===== config.mk =====
export PLATFORM = sky130hd
export DESIGN_NAME = async_rx
export DESIGN_NICKNAME = d
export VERILOG_FILES = /design/src/rtl/arx_pkg.sv /design/src/rtl/arx_rate_decode.sv /design/src/rtl/arx_frame_engine.sv /design/src/rtl/arx_entry_fifo.sv /design/src/rtl/async_rx.sv
export SDC_FILE = /design/constraint.sdc
export NUM_CORES = 1
export LEC_CHECK = 0
export BUFFER_PORTS_ARGS = -buffer_cell sky130_fd_sc_hd__buf_2
export CORE_MARGIN = 2
export CORE_UTILIZATION = 50
export CTS_CLUSTER_DIAMETER = 50
export CTS_CLUSTER_SIZE = 28
export DETAILED_ROUTE_END_ITERATION = 6
export GPL_ROUTABILITY_DRIVEN = 1
export PLACE_DENSITY = 0.72
export SKIP_CTS_REPAIR_TIMING = 1
export SLEW_MARGIN = 20
export SYNTH_ARGS = -nofsm -noshare
export SYNTH_HDL_FRONTEND = slang
export SYNTH_SLANG_ARGS = --single-unit
export TNS_END_PERCENT = 20

===== constraint.sdc =====
create_clock -name clk -period 4.7 [get_ports clk]
set_input_delay 0.235 -clock clk [delete_from_list [all_inputs] [get_ports clk]]
set_output_delay 0.235 -clock clk [all_outputs]
set_load 0.005 [all_outputs]

===== src/rtl/arx_pkg.sv =====
package arx_pkg;

    localparam int DATA_W = 8;
    localparam int CNT_W  = 6;

    typedef enum logic [2:0] {
        S_IDLE,
        S_START,
        S_DATA,
        S_PAR,
        S_STOP,
        S_BRK,
        S_HOLD
    } rx_state_e;

    typedef struct packed {
        logic [DATA_W-1:0] data;
        logic              par;
        logic              frm;
        logic              ovr;
    } rx_entry_t;

endpackage


===== src/rtl/arx_rate_decode.sv =====
module arx_rate_decode
    import arx_pkg::*;
(
    input  logic [1:0]       rate_i,
    output logic [CNT_W-1:0] full_m1_o,
    output logic [CNT_W-1:0] half_m1_o,
    output logic             is_x1_o
);

    always_comb begin
        unique case (rate_i)
            2'd0: begin full_m1_o = CNT_W'(0);  half_m1_o = CNT_W'(0);  end
            2'd1: begin full_m1_o = CNT_W'(15); half_m1_o = CNT_W'(7);  end
            2'd2: begin full_m1_o = CNT_W'(31); half_m1_o = CNT_W'(15); end
            default: begin full_m1_o = CNT_W'(63); half_m1_o = CNT_W'(31); end
        endcase
        is_x1_o = (rate_i == 2'd0);
    end

endmodule


===== src/rtl/arx_frame_engine.sv =====
module arx_frame_engine
    import arx_pkg::*;
(
    input  logic             clk,
    input  logic             rst_n,
    input  logic             tick_i,
    input  logic             rxd_i,
    input  logic [1:0]       bits_i,
    input  logic             par_en_i,
    input  logic             par_odd_i,
    input  logic [CNT_W-1:0] full_m1_i,
    input  logic [CNT_W-1:0] half_m1_i,
    input  logic             is_x1_i,
    output logic             push_o,
    output rx_entry_t        entry_o,
    output logic             brk_start_o,
    output logic             brk_end_o
);

    typedef struct packed {
        rx_state_e         state;
        logic [CNT_W-1:0]  cnt;
        logic [2:0]        idx;
        logic [DATA_W-1:0] data;
        logic              perr;
        logic              brk_start;
        logic              brk_end;
    } eng_t;

    eng_t q, d;
    logic [2:0] last_idx;

    assign last_idx = 3'(bits_i) + 3'd4;

    always_comb begin
        d             = q;
        d.brk_start   = 1'b0;
        d.brk_end     = 1'b0;
        push_o        = 1'b0;
        entry_o.data  = q.data;
        entry_o.par   = par_en_i & q.perr;
        entry_o.frm   = ~rxd_i;
        entry_o.ovr   = 1'b0;
        if (tick_i) begin
            unique case (q.state)
                S_IDLE: begin
                    if (!rxd_i) begin
                        d.data = '0;
                        d.idx  = 3'd0;
                        d.perr = 1'b0;
                        if (is_x1_i) begin
                            d.state = S_DATA;
                            d.cnt   = CNT_W'(0);
                        end else begin
                            d.state = S_START;
                            d.cnt   = half_m1_i;
                        end
                    end
                end
                S_START: begin
                    if (q.cnt != '0) begin
                        d.cnt = q.cnt - CNT_W'(1);
                    end else if (rxd_i) begin
                        d.state = S_IDLE;
                    end else begin
                        d.state = S_DATA;
                        d.cnt   = full_m1_i;
                    end
                end
                S_DATA: begin
                    if (q.cnt != '0) begin
                        d.cnt = q.cnt - CNT_W'(1);
                    end else begin
                        d.data[q.idx] = rxd_i;
                        d.cnt         = full_m1_i;
                        if (q.idx == last_idx) begin
                            d.state = par_en_i ? S_PAR : S_STOP;
                        end else begin
                            d.idx = q.idx + 3'd1;
                        end
                    end
                end
                S_PAR: begin
                    if (q.cnt != '0) begin
                        d.cnt = q.cnt - CNT_W'(1);
                    end else begin
                        d.perr  = (^q.data) ^ rxd_i ^ par_odd_i;
                        d.state = S_STOP;
                        d.cnt   = full_m1_i;
                    end
                end
                S_STOP: begin
                    if (q.cnt != '0) begin
                        d.cnt = q.cnt - CNT_W'(1);
                    end else begin
                        push_o = 1'b1;
                        if (rxd_i) begin
                            d.state = S_IDLE;
                        end else if (q.data == '0) begin
                            d.state     = S_BRK;
                            d.brk_start = 1'b1;
                        end else if (is_x1_i) begin
                            d.state = S_IDLE;
                        end else begin
                            d.state = S_HOLD;
                            d.cnt   = half_m1_i;
                        end
                    end
                end
                S_BRK: begin
                    if (rxd_i) begin
                        d.state   = S_IDLE;
                        d.brk_end = 1'b1;
                    end
                end
                S_HOLD: begin
                    if (q.cnt != '0) begin
                        d.cnt = q.cnt - CNT_W'(1);
                    end else begin
                        d.state = S_IDLE;
                    end
                end
                default: d.state = S_IDLE;
            endcase
        end
    end

    always_ff @(posedge clk or negedge rst_n) begin
        if (!rst_n) begin
            q <= '{state: S_IDLE, cnt: '0, idx: '0, data: '0,
                   perr: 1'b0, brk_start: 1'b0, brk_end: 1'b0};
        end else begin
            q <= d;
        end
    end

    assign brk_start_o = q.brk_start;
    assign brk_end_o   = q.brk_end;

    // a line back high at the mid-start recheck sends the engine back to hunting
    p_spike_reject_r3: assert property (@(posedge clk) disable iff (!rst_n)
        (q.state == S_START && tick_i && q.cnt == '0 && rxd_i) |=> (q.state == S_IDLE));

    // a non-break framing error enters the half-bit hold-off at rates above x1
    p_frm_holdoff_r5: assert property (@(posedge clk) disable iff (!rst_n)
        (q.state == S_STOP && tick_i && q.cnt == '0 && !rxd_i && q.data != '0 && !is_x1_i)
        |=> (q.state == S_HOLD && q.cnt == $past(half_m1_i)));

    // a break end pulse is only produced out of the break state
    p_break_end_r6: assert property (@(posedge clk) disable iff (!rst_n)
        $rose(brk_end_o) |-> $past(q.state == S_BRK));

    // while in break, no character is pushed
    p_break_quiet_r6: assert property (@(posedge clk) disable iff (!rst_n)
        (q.state == S_BRK) |-> !push_o);

endmodule


===== src/rtl/arx_entry_fifo.sv =====
module arx_entry_fifo
    import arx_pkg::*;
#(
    parameter int DEPTH = 3
) (
    input  logic      clk,
    input  logic      rst_n,
    input  logic      push_i,
    input  rx_entry_t entry_i,
    input  logic      pop_i,
    output logic      valid_o,
    output rx_entry_t head_o,
    output logic      ovr_evt_o
);

    localparam int CW = $clog2(DEPTH + 1);

    typedef struct packed {
        rx_entry_t [DEPTH-1:0] mem;
        logic [CW-1:0]         cnt;
        logic                  ovr_evt;
    } fifo_t;

    fifo_t q, d;
    rx_entry_t wr_entry;

    always_comb begin
        d         = q;
        d.ovr_evt = 1'b0;
        wr_entry  = entry_i;
        if (pop_i && q.cnt != '0) begin
            for (int i = 0; i < DEPTH - 1; i++) begin
                d.mem[i] = q.mem[i+1];
            end
            d.cnt = q.cnt - CW'(1);
        end
        if (push_i) begin
            if (d.cnt < CW'(DEPTH)) begin
                for (int i = 0; i < DEPTH; i++) begin
                    if (CW'(i) == d.cnt) d.mem[i] = wr_entry;
                end
                d.cnt = d.cnt + CW'(1);
            end else begin
                wr_entry.ovr     = 1'b1;
                d.mem[DEPTH-1]   = wr_entry;
                d.ovr_evt        = 1'b1;
            end
        end
    end

    always_ff @(posedge clk or negedge rst_n) begin
        if (!rst_n) begin
            q <= '0;
        end else begin
            q <= d;
        end
    end

    assign valid_o   = (q.cnt != '0);
    assign head_o    = q.mem[0];
    assign ovr_evt_o = q.ovr_evt;

    // occupancy never exceeds the queue depth
    p_fifo_bound_r7: assert property (@(posedge clk) disable iff (!rst_n)
        q.cnt <= CW'(DEPTH));

    // a pop on an empty queue leaves it empty
    p_empty_pop_r7: assert property (@(posedge clk) disable iff (!rst_n)
        (q.cnt == '0 && pop_i && !push_i) |=> (q.cnt == '0));

    // a push into a full queue without a pop keeps it full and marks the newest entry
    p_overrun_keep_r8: assert property (@(posedge clk) disable iff (!rst_n)
        (push_i && !pop_i && q.cnt == CW'(DEPTH))
        |=> (q.cnt == CW'(DEPTH) && q.mem[DEPTH-1].ovr && ovr_evt_o));

endmodule


===== src/rtl/async_rx.sv =====
module async_rx
    import arx_pkg::*;
#(
    parameter int FIFO_DEPTH = 3
) (
    input  logic              clk,
    input  logic              rst_n,
    input  logic              rxc_en,
    input  logic              rxd,
    input  logic [1:0]        cfg_bits,
    input  logic              cfg_par_en,
    input  logic              cfg_par_odd,
    input  logic [1:0]        cfg_rate,
    input  logic              err_clr,
    input  logic              rd_en,
    output logic              rd_valid,
    output logic [DATA_W-1:0] rd_data,
    output logic              rd_par_err,
    output logic              rd_frm_err,
    output logic              rd_ovr_err,
    output logic              brk_start,
    output logic              brk_end,
    output logic              ovr_evt,
    output logic              stat_par,
    output logic              stat_ovr
);

    logic [CNT_W-1:0] full_m1, half_m1;
    logic             is_x1;
    logic             push;
    rx_entry_t        entry, head;

    typedef struct packed {
        logic par;
        logic ovr;
    } sticky_t;

    sticky_t st_q, st_d;

    arx_rate_decode u_rate (
        .rate_i    (cfg_rate),
        .full_m1_o (full_m1),
        .half_m1_o (half_m1),
        .is_x1_o   (is_x1)
    );

    arx_frame_engine u_eng (
        .clk         (clk),
        .rst_n       (rst_n),
        .tick_i      (rxc_en),
        .rxd_i       (rxd),
        .bits_i      (cfg_bits),
        .par_en_i    (cfg_par_en),
        .par_odd_i   (cfg_par_odd),
        .full_m1_i   (full_m1),
        .half_m1_i   (half_m1),
        .is_x1_i     (is_x1),
        .push_o      (push),
        .entry_o     (entry),
        .brk_start_o (brk_start),
        .brk_end_o   (brk_end)
    );

    arx_entry_fifo #(.DEPTH(FIFO_DEPTH)) u_fifo (
        .clk       (clk),
        .rst_n     (rst_n),
        .push_i    (push),
        .entry_i   (entry),
        .pop_i     (rd_en),
        .valid_o   (rd_valid),
        .head_o    (head),
        .ovr_evt_o (ovr_evt)
    );

    always_comb begin
        st_d = st_q;
        if (err_clr) begin
            st_d.par = 1'b0;
            st_d.ovr = 1'b0;
        end
        if (push && entry.par) st_d.par = 1'b1;
        if (ovr_evt)           st_d.ovr = 1'b1;
    end

    always_ff @(posedge clk or negedge rst_n) begin
        if (!rst_n) begin
            st_q <= '0;
        end else begin
            st_q <= st_d;
        end
    end

    assign rd_data    = head.data;
    assign rd_par_err = head.par;
    assign rd_frm_err = head.frm;
    assign rd_ovr_err = head.ovr;
    assign stat_par   = st_q.par;
    assign stat_ovr   = st_q.ovr;

    // sticky parity status holds until cleared
    p_sticky_par_r9: assert property (@(posedge clk) disable iff (!rst_n)
        (stat_par && !err_clr) |=> stat_par);

    // sticky overrun status holds until cleared
    p_sticky_ovr_r9: assert property (@(posedge clk) disable iff (!rst_n)
        (stat_ovr && !err_clr) |=> stat_ovr);

    // every overrun event leaves the overrun status set
    p_ovr_status_r8: assert property (@(posedge clk) disable iff (!rst_n)
        ovr_evt |=> stat_ovr);

endmodule


Word level (Yosys, flattened, before mapping)
Cells that the tools add are included.

Bits in registers: 61. Latch bits: 0. Bits in writable memories: 0. Memory bits (read-only): 0. Input bits: 12. Output and inout bits: 17. Word-level logic and storage cells: 138. Memories: 0.

$add $sub $neg: 5. Multiply operators: 0. Div/mod/pow operators: 0. Order comparisons: 3. Equality and inequality tests: 26. Shift operators: 0. Muxes and demuxes: 55. Bitwise gates (word level): 4. Reduce and logical (&&, ||, !) cells: 22.

Operators by type and width (count): $mux W11 (5); $mux W24 (2); $mux W6 (8); $mux W3 (12); $pmux W6 S5 (1); $mux W25 (1); $pmux W11 S2 (1); $mux W21 (1); $pmux W3 S7 (1); $ne A2 B2 Y1 const B (9); $pmux W6 S3 (1); $mux W1 (14); $ne A3 B2 Y1 const B (4); $pmux W5 S2 (1); $reduce_bool A2 Y1 (5); $eq A3 B3 Y1 const B (3); $reduce_and A9 Y1 (1); $bwmux W8 (1); $logic_not A8 Y1 (1); $mux W8 (1); $reduce_and A4 Y1 (2); $reduce_and A8 Y1 (1); $reduce_xor A8 Y1 (1); $eq A3 B2 Y1 const B (2); other kinds (29) (36).

Depth between registers and ports, before layout
Gate-level depths: netlist of the first run.

Depth after elaboration: 7. Depth in mapped cells: 10. Mapped depth without buffers: 7.

Modules after synthesis
Synthesis of the first run repeated with hierarchy kept, for this count alone.

Cells, all modules: 392. Area total of the unflattened synthesis: 3792.4 um^2.

By module, submodules not included: arx_frame_engine (instances 1, cells each 221, area an instance 1854.3 um^2, sequential area each 575.6 um^2); arx_entry_fifo (instances 1, cells each 152, area an instance 1775.5 um^2, sequential area each 900.9 um^2); arx_rate_decode (instances 1, cells each 14, area an instance 92.6 um^2, sequential area each 0.0 um^2); async_rx (instances 1, cells each 5, area an instance 70.1 um^2, sequential area each 50.0 um^2).

Least setup slack after synthesis of the first run
No wires, ideal clock.

Kind: flip-flop to flip-flop. Start point: register u_eng.q[14] (netlist bit). End point: register u_eng.q[20] (netlist bit). Library setup time: 125 ps. Arrival time: 2204 ps. Data required time: 4575 ps. Slack: 2371 ps. Stages on the path, launching flop included: 9. Buffers on the path: 1. Period minus slack after synthesis: 2329 ps. Cell sequence: dfrtp_1 > inv_1 > ha_1 > or4b_1 > buf_2 > nor2_2 > o221a_2 > and2b_1 > mux2_2.

Longest elaborated chain between the ends: 3. Elaborated cells on any way between the ends: 7. Those cells by class: 5 x eq/ne; 2 x reduce/logical.

RTL lines: from (decl) (RTL line arx_frame_engine.sv:30) `eng_t q, d;`; from (signal assigned) (RTL line arx_frame_engine.sv:130) `q <= '{state: S_IDLE, cnt: '0, idx: '0, data: '0,`; $reduce_bool A6 Y1 (*); $ne A2 B2 Y1 (no source line); $reduce_and A9 Y1 (no source line) (*).

Mark *: on every way between the ends. The rest lies on a longest branch, timed or not. A chain may end at the register's enable or synchronous reset.

Final worst setup path of the first run
Start point: register u_eng.q[14] (netlist bit). End point: register u_fifo.q[32] (netlist bit).

Longest elaborated chain between the ends: 5.

RTL lines: $reduce_bool A6 Y1 (RTL line arx_frame_engine.sv:93) `if (q.cnt != '0) begin`; $mux W1 (RTL line arx_frame_engine.sv:93); $mux W1 (RTL line arx_frame_engine.sv:45) `unique case (q.state)`; $mux W1 (RTL line arx_frame_engine.sv:44) `if (tick_i) begin`; $reduce_and A2 Y1 (no source line); to (signal assigned) (RTL line arx_entry_fifo.sv:53) `q <= '0;`; to (signal assigned) (RTL line arx_entry_fifo.sv:55) `q <= d;`; to (decl) (RTL line arx_entry_fifo.sv:24) `fifo_t q, d;`.

No other way between the ends.

==> metrics.txt, run 1 <==
status=complete, no violations; CP Class=reg -> reg; final slew viol count=0; Worst VDD drop=0.160 mV; Layout Utilization=57.2%; CP endpoint kind=register; num rows=30; Post-Syn Nets=411; post-route ant nets=0; mean post-synth cell area=9.33 um2; WL met3=~320 um; CTS tree=built; unrepaired setup endpoints after global routing=false; Yosys reg bits=61; Global Route Usage Sum=20.4%; Fin Setup TNS=0 ns; Max clock buf depth=2; final wirelength=7.48 mm; Psw=a little over 0.4 mW; worst endpoint required time=4.92 ns; ys flop type=dfrtp_1; ys async rst share=100%; Synth area leader=dfrtp_1; Avg WL per Cell=15.0 um; area of the mapped netlist=around 0.0036 mm2; sequential fraction of the synthesis area=between 40 and 50%; die height=89.0 um; number of global-route vias before repair=between 2000 and 3000; Post-synth EDFFs=0; DP HPWL=between 5 and 6 mm; worst slew pin tran=around 0.92 ns; Fill cells=634; top layer in use=met4; Power per Cell Area=351 mW/mm2; crit path time final=3.04 ns; WL met1=3.72 mm; Final Net Count=about 420; # IOs=29; Slew Limit Headroom=38.7%; H-tree depth=3; yosys synthesis warning count=0; Yosys top cell area share=a little over two fifths; clk_skew=0.00863 ns; Int Power=0.972 mW; Clock Power Share=34.5%; Final Cycle Share=64.7%; Max Cap Viol=0; share of cells above drive strength 1=between 10% and 20%; largest cells by area after synthesis=dfrtp_1, mux2i_1, o21ai_0; Netlist cell types=53; Syn Inst Count=387; Startpoint Class=register; diode count=0; IO Port Bufs=28; Net Sw Frac=between 20% and 30%; worst-skew pair later-pin latency=0.34 ns; crit path max fanout=12; final total power=1.39 mW; GP Congestion=0.857; most frequent cells in the layout=dfrtp_1, o21ai_0, nand2_1, mux2i_1, buf_2; Comb pwr share=21.4%; first-pass GRT wire length=approximately 13 mm; Leak=1.82 nW; largest net degree at the start of global routing=62; Root Buffer=clkbuf_8; Initial Util=52.3%; DRC viols=0; DIE AREA=about 0.0079 mm2; Max Freq=329 MHz; DR vias/cell=5.66; overall die width=89.0 um; initial antenna violation count=0; router iterations before antenna repair=4; remaining global-route overflow=0; Final setup viols=0; Detailed Route Iter0 Violations=113; Seq pwr share=44.1%; routed wl met2=3.37 mm; Sink Count=~60; Hold WS=0.0629 ns; Arr. time, crit path=3.26 ns; Core ar.=0.00691 mm2; final number of hold-violating endpoints=0; clk slew on worst S/H paths=0.07 ns; CTS Buf Count=9; most common cell after layout, fill and taps aside=dfrtp_1; Min-Delay Path Class=in -> async; synthesis-to-layout area growth=9.35%; total number of vias=2821
synth_stat cells, types with 2 or more instances:
master,instances
a31oi_1,4
a21o_1,3
clkbuf_1,18
buf_2,3
inv_1,24
nor3_1,6
nor2_1,25
nand3_1,10
and3_1,2
buf_4,9
nor2b_1,7
or3_1,3
nand4_1,7
o221ai_1,3
o21ai_0,35
ha_1,12
mux2i_1,28
a32o_1,2
buf_1,4
xnor2_1,9
dfrtp_1,61
mux2_2,11
nand2b_1,6
nand2_1,30
a211oi_1,3
o211ai_1,5
o21a_1,4
o31ai_1,10
and2_1,3
a21oi_1,15
o21ai_1,2
a22o_1,2
sequential cells by signal, summed over array words and instances, names as in the netlist:
signal,cells
u_fifo.ovr_evt_o,1
u_eng.brk_start_o,1
u_eng.brk_end_o,1
u_fifo.head_o,11
u_eng.q,13
u_eng.entry_o,8
stat_ovr,1
u_fifo.q,24
stat_par,1
cells by family (layout without fill, tap and decap cells):
kind of cell	after synthesis	count (layout)	synth area share [%]
AOI/OAI and AO/OA	100	100	18.2
xor gates and xnor gates	10	10	2.42
adders and majority gates	12	12	4.16
buffers and inverters	58	73	7.07
DFF	61	61	42.3
muxes	39	39	11.2
and+or+nand+nor	107	107	14.8
power by group through the flow:
stage               sequential (mW)  clock [mW]  combinational [mW]
global route                  0.619       0.514               0.336
CTS                           0.610       0.485               0.299
detailed placement            0.618           0               0.298
floorplan                     0.600           0               0.242
finish                        0.611       0.478               0.297
global placement              0.617           0               0.292
metal layers:
layer,GRT usage (%),vias to the layer above
met5,0,-
met4,6.92,0
met3,4.06,8
met2,31.1,59
met1,29.2,1364
li1,-,1390
worst paths after layout:
| kind | from | end | slack [ns] | depth (start not counted) |
|---|---|---|---|---|
| min in group clk | err_clr | stat_par$_DFFE_PN0P_ | 0.18 | 3 |
| worst max register to register | u_eng.q[14]$_DFFE_PN0P_ | u_fifo.q[32]$_DFFE_PN0P_ | 1.66 | 7 |
| max in group asynchronous | rst_n | u_eng.entry_o[5]$_DFFE_PN0P_ | 4.13 | 2 |
| worst min-delay path | rst_n | u_fifo.q[26]$_DFFE_PN0P_ | 0.06 | 2 |
| worst max-delay path | u_eng.q[14]$_DFFE_PN0P_ | u_fifo.q[32]$_DFFE_PN0P_ | 1.66 | 7 |
| worst min register to register | u_fifo.ovr_evt_o$_DFF_PN0_ | stat_ovr$_DFFE_PN0P_ | 0.46 | 1 |
layout make-up:
cell class                      count  area (um2)  area share [%]
Clock inverter                      3        43.8            1.11
Inverter                           24        90.1            2.28
Sequential cell                    61        1530            38.6
Multi-Input combinational cell    268        1830            46.4
Clock buffer                       13         159            4.02
Timing Repair Buffer               33         178            4.50
Tap cell                           96         120            3.04
worst max-delay path: stages (launching register included):
cell and delay [ns]:
dfrtp_1 0.42, inv_1 0.09, ha_1 0.26, nor4b_1 0.58, nand4_1 0.55, a211oi_1 0.40, buf_4 0.27, mux2_2 0.36
through the flow:
stage | worst slack, ns | cells | cell area (um2)
6_report | 1.66 | 498 | 3950
5_1_grt | 1.36 | 498 | 3950
4_1_cts | 1.70 | 498 | 3950
3_5_place_dp | 1.75 | 482 | 3750
3_3_place_gp | 1.96 | 482 | 3750
2_1_floorplan | 2.37 | 387 | 3610
Note: power is estimated with default switching activity, not from simulation.
==> inputs of run 2 (changes only) <==
==> constraint.sdc (replaced) <==
create_clock -name clk -period 2.91 [get_ports clk]
set_input_delay 0.1455 -clock clk [delete_from_list [all_inputs] [get_ports clk]]
set_output_delay 0.1455 -clock clk [all_outputs]
set_load 0.005 [all_outputs]
==> run 2 against run 1 <==
Largest power group unchanged. Critical endpoint is now u_eng.q[18]$_DFFE_PN0P_. Total power rose by 61%. Clock power rose by 58%. Largest cell class unchanged. Die area did not move. Routed wire length rose by 0.72%. Clock skew fell by 0.0013 ns. Critical path depth did not move. Combinational power rose by 66%. Sequential share of layout area fell by 0.72 points. Setup slack got worse by 1.3 ns. Final cell count rose by 2.0%.
==> metrics.txt, run 2 (synthesis gave the netlist of run 1 again) <==
Detailed Route Iter0 Violations=140 (was 113); share of cells above drive strength 1=18.7% (was 16.4%); Final setup viols=0 (unchanged); Worst VDD drop=0.211 mV (was 0.160 mV); Power per Cell Area=555 mW/mm2 (was 351 mW/mm2); Avg WL per Cell=14.8 um (was 15.0 um); most common cell after layout, fill and taps aside=dfrtp_1 (unchanged); Core ar.=0.00691 mm2 (unchanged); first-pass GRT wire length=13.0 mm (was 12.6 mm); DP HPWL=5.39 mm (was 5.12 mm); crit path max fanout=12 (unchanged); remaining global-route overflow=0 (unchanged); Worst R2R Setup Slack=0.35 ns (was 1.66 ns); IO Port Bufs=28 (unchanged); Max Freq=391 MHz (was 329 MHz); overall die width=89.0 um (unchanged); CP Class=reg -> reg (unchanged); final wirelength=7.54 mm (was 7.48 mm); GP Congestion=0.882 (was 0.857); Startpoint Class=register (unchanged); CP endpoint kind=register (unchanged); H-tree depth=3 (unchanged); Leak=1.87 nW (was 1.82 nW); Hold EP=stat_par$_DFFE_PN0P_; total number of vias=2840 (was 2821); Reg2Reg Depth=7 (unchanged); worst hold stages=3; worst slew pin tran=0.892 ns (was 0.920 ns); worst-skew pair later-pin latency=0.34 ns (about the same); Arr. time, crit path=2.82 ns (was 3.26 ns); DR vias/cell=5.59 (was 5.66); Final Cycle Share=87.9% (was 64.7%); synthesis-to-layout area growth=11.4% (was 9.35%); final total power=2.23 mW (was 1.39 mW); CTS Buf Count=9 (unchanged); unrepaired setup endpoints after global routing=false (unchanged); fin cells=508 (was 498); post-route ant nets=0 (unchanged); max reg flops=24 (unchanged); Final WS setup=0.352 ns (was 1.66 ns); capturing point of the worst reg2reg path=u_eng.q[18]$_DFFE_PN0P_ (was u_fifo.q[32]$_DFFE_PN0P_); crit-path max cell delay=0.60 ns (was 0.58 ns); Slew Limit Headroom=40.6% (was 38.7%); Max Cap Viol=0 (unchanged); final slew viol count=0 (unchanged); router iterations before antenna repair=5 (was 4); Initial Util=52.3% (unchanged); Reg-to-Reg Start=u_eng.q[14]$_DFFE_PN0P_ (unchanged); # IOs=29 (unchanged); worst endpoint required time=3.17 ns (was 4.92 ns); CP Cell Sequence=inv_1, ha_1, or4b_1, nor2_2, o221ai_1, a21boi_0, o21ai_0 (was inv_1, ha_1, nor4b_1, nand4_1, a211oi_1, buf_4, mux2_2); Global Route Usage Sum=21.2% (was 20.4%); Final Net Count=431 (was 421); final number of hold-violating endpoints=0 (unchanged); highest-delay cell along the critical path=or4b_1 (was nor4b_1); Inst Count DP=491 (was 482); CTS tree=built (unchanged); hold path startpoint=err_clr; number of global-route vias before repair=2676 (was 2632); Max clock buf depth=2 (unchanged); clk slew on worst S/H paths=0.07 ns (about the same); largest net degree at the start of global routing=37 (was 62); Root Buffer=clkbuf_8 (unchanged); diode count=0 (unchanged); num rows=30 (unchanged); Sink Count=61 (unchanged); Min-Delay Path Class=in -> reg (was in -> async); most frequent cells in the layout=dfrtp_1, o21ai_0, nand2_1, mux2i_1, buf_2 (unchanged); crit path time final=2.56 ns (was 3.04 ns); die height=89.0 um (unchanged); Fin Setup TNS=0 ns (unchanged); pre-CTS WS=0.350 ns (was 1.75 ns); DRC viols=0 (unchanged); status=complete, no violations (unchanged); Largest Register=u_fifo.q (unchanged); DIE AREA=0.00792 mm2 (unchanged); initial antenna violation count=0 (unchanged); clk_skew=0.00733 ns (was 0.00863 ns)
[run 2: cell types whose count changed in the layout (fill, tap and decap cells not counted), sizes merged]
| cell | before | now |
|---|---|---|
| buf | 33 | 42 |
| clkbuf | 13 | 10 |
| clkinv | 2 | 5 |
| dlygate4sd3 | 0 | 1 |
[run 2: worst max path at each step]
stage	slack [ns]	cells after the start	startpoint	to
5_1_grt	0.16	7	u_eng.q[14]$_DFFE_PN0P_	u_eng.q[18]$_DFFE_PN0P_
4_1_cts	0.35	7	u_eng.q[14]$_DFFE_PN0P_	u_eng.q[18]$_DFFE_PN0P_
3_5_place_dp	0.35	7	u_eng.q[14]$_DFFE_PN0P_	u_eng.q[18]$_DFFE_PN0P_
3_3_place_gp	0.44	7	u_eng.q[14]$_DFFE_PN0P_	u_eng.q[18]$_DFFE_PN0P_
6_report	0.35	7	u_eng.q[14]$_DFFE_PN0P_	u_eng.q[18]$_DFFE_PN0P_
2_1_floorplan	0.58	8	u_eng.q[14]$_DFFE_PN0P_	u_eng.q[20]$_DFFE_PN0P_
[run 2: layout make-up]
type | instances | area, um2
fill | 658 | 2880
multi-input combinational | 268 | 1830
sequential | 61 | 1530
timing repair buffer | 43 | 255
clock buffer | 10 | 138
tap | 96 | 120
inverter | 24 | 90.1
clock inverter | 6 | 62.6
[run 2: critical path, delay by kind of cell (launching register included)]
family | cells | cell delay (ns)
AO/OA/AOI/OAI | 3 | 0.83
adder cells (fa/ha/maj) | 1 | 0.25
buffers and inverters | 1 | 0.09
flip-flops | 1 | 0.42
AND/OR/NAND/NOR | 2 | 0.88
[run 2: per-layer routing]
metal	up-vias	share of wire [%]	track usage, %	wire [um]
li1	1404	-	-	-
met1	1343	49	30.2	3660
met2	82	45	32.2	3380
met3	11	5.0	5.82	375
met4	0	1.6	5.83	123
met5	-	0	0	0
[run 2: metrics by stage]
stage	instance area (um2)	util (%)	hold slack (ns)
5_1_grt	4030	58.3	0.0891
3_3_place_gp	3810	55.2	0.292
4_1_cts	4020	58.1	-0.0769
3_5_place_dp	3810	55.2	0.292
2_1_floorplan	3610	-	-0.150
6_report	4030	58.3	0.0819
[run 2: power by group]
part           internal, mW  switching (mW)
logic                 0.229           0.264
registers             0.908          0.0796
clock network         0.417           0.336
total                  1.55           0.680
==> inputs of run 3 (changes only) <==
--- a/config.mk
+++ b/config.mk
@@ -5,14 +5,15 @@
 export SDC_FILE = /design/constraint.sdc
 export NUM_CORES = 1
 export LEC_CHECK = 0
-export BUFFER_PORTS_ARGS = -buffer_cell sky130_fd_sc_hd__buf_2
+export CAP_MARGIN = 20
 export CORE_MARGIN = 2
 export CORE_UTILIZATION = 50
 export CTS_CLUSTER_DIAMETER = 50
 export CTS_CLUSTER_SIZE = 28
 export DETAILED_ROUTE_END_ITERATION = 6
+export DONT_BUFFER_PORTS = 1
 export GPL_ROUTABILITY_DRIVEN = 1
-export PLACE_DENSITY = 0.72
+export PLACE_DENSITY = 0.69
 export SKIP_CTS_REPAIR_TIMING = 1
 export SLEW_MARGIN = 20
 export SYNTH_ARGS = -nofsm -noshare
==> run 3 against run 2 <==
The flow now finishes with violations (negative hold slack). Routed wire length up 2.8%. Critical endpoint is now u_fifo.q[17]$_DFF_PN0_. Highest routed layer unchanged. Total power fell by 0.11%. Sequential power is essentially flat. Die area stayed put. Largest cell class unchanged. Critical path depth unchanged. Non-clock buffer count shrank 25. First-iteration DRC count is 5.7% lower. Clock power is essentially flat. Design area decreased by 2.1%. Clock-buffer cell count is 1 lower. Clock skew increased by 0.0059 ns. Global-route usage decreased by 0.27 points.
==> metrics.txt, run 3 (synthesis gave the netlist of run 1 again) <==
status=finished with violations (was complete, no violations); failing checks=negative hold slack; final wirelength=7.75 mm (was 7.54 mm); router iterations before antenna repair=4 (was 5); num rows=30 (unchanged); crit path time final=2.66 ns (was 2.56 ns); met3 Use GR=5.26% (was 5.82%); Psw=0.705 mW (was 0.680 mW); Max clock buf depth=2 (unchanged); Initial Util=52.3% (unchanged); DIE AREA=0.00792 mm2 (unchanged); most frequent cells in the layout=dfrtp_1, o21ai_0, nand2_1, mux2i_1, nor2_1 (was dfrtp_1, o21ai_0, nand2_1, mux2i_1, buf_2); share of cells above drive strength 1=12.9% (was 18.7%); Startpoint Class=register (unchanged); initial antenna violation count=0 (unchanged); synthesis-to-layout area growth=9.04% (was 11.4%); # IOs=29 (unchanged); overall die width=89.0 um (unchanged); CP endpoint kind=register (unchanged); area post-placement=0.00367 mm2 (was 0.00381 mm2); unrepaired setup endpoints after global routing=false (unchanged); final slew viol count=0 (unchanged); number of global-route vias before repair=2688 (was 2676); CTS tree=built (unchanged); CP Cell Sequence=inv_1, ha_1, nor2b_2, a31oi_1, nor2_1, buf_4, mux2i_1 (was inv_1, ha_1, or4b_1, nor2_2, o221ai_1, a21boi_0, o21ai_0); Largest Register=u_fifo.q (unchanged); Hold WS=-0.00924 ns (was 0.0819 ns); Power per Cell Area=567 mW/mm2 (was 555 mW/mm2); Crit path max-delay family=simple AND/OR/NAND/NOR gates (unchanged); met2 usage=32.0% (was 32.2%); Sink Count=61 (unchanged); area of the multi-input gates=0.00184 mm2 (was 0.00183 mm2); GP Congestion=0.874 (was 0.882); Slew Limit Headroom=34.9% (was 40.6%); Comb pwr share=21.8% (was 22.1%); worst slew pin tran=0.973 ns (was 0.892 ns); max reg flops=24 (unchanged); Final Cycle Share=91.2% (was 87.9%); Clock Power Share=33.8% (was 33.7%); Leak=1.75 nW (was 1.87 nW); post-route cell area=0.00394 mm2 (was 0.00403 mm2); Global Route Usage Sum=21.0% (was 21.2%); largest net degree at the start of global routing=62 (was 37); Worst VDD drop=0.397 mV (was 0.211 mV); Int Power=1.53 mW (was 1.55 mW); CTS Buf Count=9 (unchanged); Max Freq=377 MHz (was 391 MHz); CP Class=reg -> reg (unchanged); Final setup viols=0 (unchanged); Reg area=0.00153 mm2 (unchanged); diode count=0 (unchanged); Net Sw Frac=31.6% (was 30.4%); Detailed Route Iter0 Violations=132 (was 140); Fin Setup TNS=0 ns (unchanged); DRC viols=0 (unchanged); Final Net Count=406 (was 431); Fill cells=634 (was 658); clk slew on worst S/H paths=0.08 ns (was 0.07 ns); worst endpoint required time=3.18 ns (was 3.17 ns); post-route ant nets=0 (unchanged); Buf/Inv on CP=2 (was 1); most common cell after layout, fill and taps aside=dfrtp_1 (unchanged); GRT met1 Usage=28.7% (was 30.2%); DR vias/cell=5.77 (was 5.59); Min-Delay Path Class=in -> reg (unchanged); H-tree depth=3 (unchanged); first-pass GRT wire length=12.8 mm (was 13.0 mm); gr busiest metal=met2 (unchanged); highest-delay cell along the critical path=nor2_1 (was or4b_1); total number of vias=2789 (was 2840); final number of hold-violating endpoints=1 (was 0); Arr. time, crit path=2.92 ns (was 2.82 ns); IO Port Bufs=0 (was 28); Avg WL per Cell=16.0 um (was 14.8 um); final total power=2.23 mW (about the same); crit-path max cell delay=0.75 ns (was 0.60 ns); die height=89.0 um (unchanged); Root Buffer=clkbuf_8 (unchanged); worst-skew pair later-pin latency=0.34 ns (about the same); Max Cap Viol=0 (unchanged); clk_skew=0.0132 ns (was 0.00733 ns); remaining global-route overflow=0 (unchanged); Seq pwr share=44.3% (was 44.2%); DP HPWL=5.38 mm (was 5.39 mm); Core ar.=0.00691 mm2 (unchanged); crit path max fanout=10 (was 12)
[run 3: power by group through the flow]
stage	clock network, mW	logic [mW]	registers (mW)
2_1_floorplan	0	0.391	0.969
3_3_place_gp	0	0.449	0.998
3_5_place_dp	0	0.457	1.00
4_1_cts	0.766	0.463	0.987
5_1_grt	0.819	0.543	0.999
6_report	0.756	0.488	0.989
[run 3: stage by stage]
stage | utilization, % | std cells | setup WS, ns
4_1_cts | 56.0 | 478 | 0.235
3_3_place_gp | 53.1 | 462 | 0.309
2_1_floorplan | - | 387 | 0.581
5_1_grt | 57.0 | 483 | 0.0936
6_report | 57.0 | 483 | 0.255
3_5_place_dp | 53.1 | 462 | 0.235
[run 3: per-layer routing]
layer / vias to the layer above / part of all wire [%]
met3: 12 / 4.5
met5: - / 0
met2: 63 / 47
met4: 0 / 1.5
met1: 1359 / 47
li1: 1355 / -
[run 3: cell type report]
type                            count  area share (%)
Multi-Input combinational cell    268            46.7
Clock inverter                      7            1.87
Inverter                           24            2.29
Sequential cell                    61            38.8
Timing Repair Buffer               18            4.19
Clock buffer                        9            3.14
Tap cell                           96            3.05
[run 3: path summary, 6_finish.rpt]
| kind | from | to | slack (ns) | cells past startpoint |
|---|---|---|---|---|
| worst max-delay path | u_fifo.q[1]$_DFF_PN0_ | u_fifo.q[17]$_DFF_PN0_ | 0.25 | 7 |
| worst max register to register | u_fifo.q[1]$_DFF_PN0_ | u_fifo.q[17]$_DFF_PN0_ | 0.25 | 7 |
| max in group asynchronous | rst_n | u_fifo.q[27]$_DFFE_PN0P_ | 2.31 | 2 |
| worst min register to register | u_fifo.ovr_evt_o$_DFF_PN0_ | stat_ovr$_DFFE_PN0P_ | 0.50 | 1 |
| worst min-delay path | cfg_par_en | u_fifo.q[27]$_DFFE_PN0P_ | -0.009 | 2 |
| min in group asynchronous | rst_n | u_fifo.q[32]$_DFFE_PN0P_ | 0.35 | 2 |
